===== config.mk =====
export PLATFORM = sky130hd
export DESIGN_NAME = fsl_limiter
export DESIGN_NICKNAME = d
export VERILOG_FILES = /design/src/rtl/fsl_pkg.sv /design/src/rtl/fsl_index_ctr.sv /design/src/rtl/fsl_zero_gate.sv /design/src/rtl/fsl_stage.sv /design/src/rtl/fsl_report.sv /design/src/rtl/fsl_limiter.sv
export SDC_FILE = /design/constraint.sdc
export NUM_CORES = 1
export LEC_CHECK = 0
export ABC_AREA = 1
export BUFFER_PORTS_ARGS = -buffer_cell sky130_fd_sc_hd__buf_2
export CORE_ASPECT_RATIO = 0.6
export CORE_MARGIN = 3
export CORE_UTILIZATION = 45
export DETAILED_ROUTE_END_ITERATION = 10
export PLACE_DENSITY = 0.81
export REMOVE_ABC_BUFFERS = 1
export SETUP_SLACK_MARGIN = 0.1
export SLEW_MARGIN = 20
export SYNTH_ARGS = -nofsm -noshare
export SYNTH_HDL_FRONTEND = slang
export SYNTH_SLANG_ARGS = --single-unit

===== constraint.sdc =====
create_clock -name clk -period 1.8 [get_ports clk]
set_input_delay 0.18 -clock clk [delete_from_list [all_inputs] [get_ports clk]]
set_output_delay 0.18 -clock clk [all_outputs]
set_load 0.05 [all_outputs]

===== src/rtl/fsl_pkg.sv =====
package fsl_pkg;
   typedef enum logic [1:0] {
      WK_DATA = 2'd0,
      WK_EOB  = 2'd1,
      WK_EOF  = 2'd2,
      WK_AUX  = 2'd3
   } word_kind_e;

   function automatic logic is_data(input logic [1:0] k);
      return k == WK_DATA;
   endfunction

   function automatic logic is_field_end(input logic [1:0] k);
      return k == WK_EOF;
   endfunction
endpackage


===== src/rtl/fsl_index_ctr.sv =====
module fsl_index_ctr #(
   parameter int CNT_W = 16
) (
   input  logic             clk,
   input  logic             rst_n,
   input  logic             step,
   input  logic             restart,
   output logic [CNT_W-1:0] idx,
   output logic [CNT_W-1:0] idx_inc
);
   localparam logic [CNT_W-1:0] CNT_MAX = {CNT_W{1'b1}};

   // saturating successor of the current index
   assign idx_inc = (idx == CNT_MAX) ? CNT_MAX : idx + 1'b1;

   always_ff @(posedge clk or negedge rst_n) begin
      if (!rst_n)
         idx <= '0;
      else if (step)
         idx <= restart ? '0 : idx_inc;
   end
endmodule


===== src/rtl/fsl_zero_gate.sv =====
module fsl_zero_gate #(
   parameter int DATA_W = 32,
   parameter int CNT_W  = 16
) (
   input  logic              in_valid,
   input  logic [DATA_W-1:0] in_word,
   input  logic [1:0]        in_kind,
   input  logic              cfg_en,
   input  logic [CNT_W-1:0]  cfg_limit,
   input  logic [CNT_W-1:0]  idx,
   output logic [DATA_W-1:0] gated_word,
   output logic              zero_hit
);
   import fsl_pkg::*;

   logic armed;

   assign armed      = cfg_en && (cfg_limit != '0);
   assign zero_hit   = in_valid && armed && is_data(in_kind) && (idx >= cfg_limit);
   assign gated_word = zero_hit ? '0 : in_word;
endmodule


===== src/rtl/fsl_stage.sv =====
module fsl_stage #(
   parameter int DATA_W  = 32,
   parameter bit OUT_REG = 1'b1
) (
   input  logic              clk,
   input  logic              rst_n,
   input  logic              d_valid,
   input  logic [DATA_W-1:0] d_word,
   input  logic [1:0]        d_kind,
   output logic              q_valid,
   output logic [DATA_W-1:0] q_word,
   output logic [1:0]        q_kind
);
   generate
      if (OUT_REG) begin : g_reg
         always_ff @(posedge clk or negedge rst_n) begin
            if (!rst_n) begin
               q_valid <= 1'b0;
               q_word  <= '0;
               q_kind  <= '0;
            end else begin
               q_valid <= d_valid;
               if (d_valid) begin
                  q_word <= d_word;
                  q_kind <= d_kind;
               end
            end
         end
      end else begin : g_thru
         assign q_valid = d_valid;
         assign q_word  = d_word;
         assign q_kind  = d_kind;
      end
   endgenerate
endmodule


===== src/rtl/fsl_report.sv =====
module fsl_report #(
   parameter int CNT_W = 16
) (
   input  logic             clk,
   input  logic             rst_n,
   input  logic             word_seen,
   input  logic             closes_field,
   input  logic             zero_hit,
   input  logic [CNT_W-1:0] closing_size,
   output logic [CNT_W-1:0] field_size,
   output logic             field_trunc
);
   logic cut_seen;

   always_ff @(posedge clk or negedge rst_n) begin
      if (!rst_n) begin
         cut_seen    <= 1'b0;
         field_size  <= '0;
         field_trunc <= 1'b0;
      end else if (word_seen) begin
         if (closes_field) begin
            field_size  <= closing_size;
            field_trunc <= cut_seen | zero_hit;
            cut_seen    <= 1'b0;
         end else if (zero_hit) begin
            cut_seen <= 1'b1;
         end
      end
   end
endmodule


===== src/rtl/fsl_limiter.sv =====
module fsl_limiter #(
   parameter int DATA_W  = 32,
   parameter int CNT_W   = 16,
   parameter bit OUT_REG = 1'b1
) (
   input  logic              clk,
   input  logic              rst_n,
   input  logic              in_valid,
   input  logic [DATA_W-1:0] in_word,
   input  logic [1:0]        in_kind,
   input  logic              cfg_en,
   input  logic [CNT_W-1:0]  cfg_limit,
   output logic              out_valid,
   output logic [DATA_W-1:0] out_word,
   output logic [1:0]        out_kind,
   output logic [CNT_W-1:0]  field_size,
   output logic              field_trunc
);
   import fsl_pkg::*;

   generate
      if (CNT_W < 2 || CNT_W > 32) begin : g_bad_cnt
         $error("fsl_limiter: CNT_W must be within 2..32");
      end
      if (DATA_W < 1) begin : g_bad_data
         $error("fsl_limiter: DATA_W must be positive");
      end
   endgenerate

   logic [CNT_W-1:0]  idx;
   logic [CNT_W-1:0]  idx_inc;
   logic [DATA_W-1:0] gated_word;
   logic              zero_hit;
   logic              closes;

   assign closes = is_field_end(in_kind);

   fsl_index_ctr #(.CNT_W(CNT_W)) ctr_i (
      .clk     (clk),
      .rst_n   (rst_n),
      .step    (in_valid),
      .restart (closes),
      .idx     (idx),
      .idx_inc (idx_inc)
   );

   fsl_zero_gate #(.DATA_W(DATA_W), .CNT_W(CNT_W)) gate_i (
      .in_valid   (in_valid),
      .in_word    (in_word),
      .in_kind    (in_kind),
      .cfg_en     (cfg_en),
      .cfg_limit  (cfg_limit),
      .idx        (idx),
      .gated_word (gated_word),
      .zero_hit   (zero_hit)
   );

   fsl_stage #(.DATA_W(DATA_W), .OUT_REG(OUT_REG)) stage_i (
      .clk     (clk),
      .rst_n   (rst_n),
      .d_valid (in_valid),
      .d_word  (gated_word),
      .d_kind  (in_kind),
      .q_valid (out_valid),
      .q_word  (out_word),
      .q_kind  (out_kind)
   );

   fsl_report #(.CNT_W(CNT_W)) rep_i (
      .clk          (clk),
      .rst_n        (rst_n),
      .word_seen    (in_valid),
      .closes_field (closes),
      .zero_hit     (zero_hit),
      .closing_size (idx_inc),
      .field_size   (field_size),
      .field_trunc  (field_trunc)
   );
endmodule


==> results_dict.tcl <==
set metrics [dict create \
    outcome "finished with violations" \
    violations "negative setup slack" \
    synth-simple-area-share 0.296 \
    dieWidth_um 120 \
    grt.total_usage 0.229 \
    critPathMaxFanout 5 \
    place.gp.congestion 0.924 \
    ys_warn_count 0 \
    topRoutingLayerUsed "met4" \
    coreArea_sq_um 7390 \
    dpl.hpwl_um 6610 \
    post_dp_cell_area_sq_um 4280 \
    worst_slew_pin_slew_ps 607 \
    period_share 1.03 \
    num_rows 24 \
    hold_path_class "in2reg" \
    clockPowerShare 0.400 \
    numCtsBuffers 9 \
    powerDensity_nw_per_um2 975 \
    insertion_delay_ps 330 \
    num_vias 3515 \
    grt_first_pass_wirelength_um 15900 \
    layout_common_cells "nand2_1, buf_2, dfrtp_1, inv_1, nand3_1" \
    stdcell_count 675 \
    areaGrowthSynthToFinish_pct 49.8 \
    finClkSkew_ps 8.44 \
    initial_core_util 0.471 \
    mostFrequentLayoutCell "nand2_1" \
    critPathRequiredTime_ps 2030 \
    wl_met2_um 4910 \
    rsz0062_at_grt "true" \
    dp.cells 644 \
    routedLengthMet1_um 4870 \
    drv_cap 0 \
    combPwrFrac 0.246 \
    synth-seq-area-share 0.496 \
    ys_seq_elements 69 \
    grt_max_degree 70 \
    nNetsFinal 637 \
    netlist_area_sq_um 3480 \
    synth_top_family_by_area "simple AND/OR/NAND/NOR gates" \
    fillers 570 \
    io_buffers 105 \
    setup_viol 34 \
    final_area_sq_um 5210 \
    synth_mux_area_frac 0 \
    antenna_found_initial 0 \
    vias_per_cell 5.21 \
    grt_pass1_vias 3243 \
    drv_slew 0 \
    root_buffer "clkbuf_16" \
    p_int_mw 3.44 \
    cp.arrival_ps 2090 \
    drcViolationCount 0 \
    tritoncts "built" \
    fin_ws_ps -56.5 \
    ir_worst_vdd_uv 676 \
    share_seq_of_total_power 0.353 \
    clk_pin_slew_ps 60 \
    netlist.area_leader.share 0.496 \
    critical_path_class "reg2reg" \
    slew_headroom 0.595 \
    leakagePower_nw 2.81 \
    finalPower_mw 5.08 \
    yosys.area.top_type "dfrtp_1" \
    swShare 0.322 \
    seqCellArea_sq_um 1730 \
    hold-worst-slack_ps 68.2 \
    syn-instance-count 427 \
    wl_met3_um 720 \
    dpl_worst_slack_ps -19.5 \
    start_kind "flop" \
    routed_wl_um 10700 \
    final_hold_viol_count 0 \
    synthTopCellsByArea "dfrtp_1, nand2_1, nand3_1, ha_1, inv_1" \
    postRouteAntennaNets 0 \
    antennaDiodeCount 0 \
    layout-drive-gt1-share 0.401 \
    fp.dieH_um 74.1 \
    h-tree-depth 3 \
    cts_sinks 69 \
    drt_iter0_markers 215 \
    ys_types 26 \
    multiInputGateArea_sq_um 1900 \
    die-area_sq_um 8860 \
    yosys.area_share.adder 0.0611 \
    drtPass1Iterations 5 \
    wl_per_cell_um 15.9 \
    synth-compound-area-share 0.0694 \
    io_pins 106 \
    synthXorXnorAreaFrac 0.0151 \
    max_freq_mhz 539 \
    p_sw_mw 1.64 \
    endpoint_kind "flop" \
    clock_path_buffers 2 \
    fin_crit_ps 1860 \
    globalRouteOverflowTotal 0 \
    syn_avg_cell_area_sq_um 8.15 \
]
logic make-up after synthesis:
family	Yosys count
and+or+nand+nor	238
xor gates and xnor gates	6
adders and majority gates	17
buffers and inverters	55
DFF	69
AOI/OAI and AO/OA	42
cell type report:
| class | instances | area share |
|---|---|---|
| flip-flops and latches | 69 | 0.331 |
| repair buffers | 142 | 0.184 |
| clock inverters | 6 | 0.0214 |
| clock buffers | 10 | 0.0439 |
| well taps | 104 | 0.0250 |
| multi-input cells | 303 | 0.364 |
| inverters | 41 | 0.0310 |
final timing paths:
path | start | endpoint | slack (ps) | depth (start not counted)
setup / recovery | ctr_i.idx[1] | ctr_i.idx[5] | -60 | 9
hold / removal | in_word[14] | stage_i.q_word[14] | 70 | 3
setup reg to reg | ctr_i.idx[1] | ctr_i.idx[5] | -60 | 9
hold reg to reg | stage_i.q_word[19] | stage_i.q_word[19] | 470 | 2
max in group asynchronous | rst_n | stage_i.q_word[5] | 1090 | 3
min in group asynchronous | rst_n | rep_i.field_size[10] | 390 | 3
critical path, cell delays in order (launching register included):
cell and delay, ps:
dfrtp_1 430, buf_6 140, ha_4 140, nand3_4 70, nor3_4 170, nand3_4 170, nor2_8 220, buf_12 160
nor2_4 40, o22ai_1 190
cell usage after synthesis:
| cell type | instances |
|---|---|
| a21oi_1 | 10 |
| buf_1 | 3 |
| buf_2 | 4 |
| clkbuf_1 | 7 |
| dfrtp_1 | 69 |
| ha_1 | 17 |
| inv_1 | 40 |
| inv_6 | 1 |
| nand2_1 | 146 |
| nand3_1 | 46 |
| nand3_2 | 1 |
| nand3_4 | 1 |
| nand4_1 | 9 |
| nor2_1 | 28 |
| nor2_2 | 1 |
| nor2_8 | 1 |
| nor3_1 | 4 |
| nor3_4 | 1 |
| o21a_1 | 1 |
| o21ai_0 | 17 |
| o21ai_1 | 2 |
| o21ai_2 | 5 |
| o22ai_1 | 6 |
| o31ai_1 | 1 |
| xnor2_1 | 1 |
| xor2_1 | 5 |
routing by layer:
metal / global-route usage / up-vias
li1: - / 1665
met1: 0.324 / 1694
met2: 0.353 / 134
met3: 0.0714 / 22
met4: 0.0495 / 0
met5: 0 / -
power groups by stage:
stage	registers [mW]	logic, mW	clock network, mW
final	1.80	1.25	2.03
after global routing	1.81	1.34	2.13
after CTS	1.78	1.11	2.05
after detailed placement	1.81	1.05	0
after global placement	1.80	1.03	0
after floorplan	2.25	0.259	0
timing repair:
action	CTS	global route
endpoints found under the hold margin	69	0
resized for setup	21	84
setup buffers	4	6
hold buffers	1	0
gates cloned	3	2
endpoints found under the setup margin	37	66
pin swaps	3	24
registers in the layout, indices dropped and copies added (netlist names):
name	flops
ctr_i.idx	16
rep_i.cut_seen	1
rep_i.field_size	16
rep_i.field_trunc	1
stage_i.q_kind	2
stage_i.q_valid	1
stage_i.q_word	32
stage by stage:
step	util	setup TNS [ps]
floorplan	-	-3360
global placement	0.579	0
detailed placement	0.579	-40.9
CTS	0.651	0
global route	0.706	-5300
finish	0.706	-661
No activity file was read; power rests on OpenSTA's default activity.
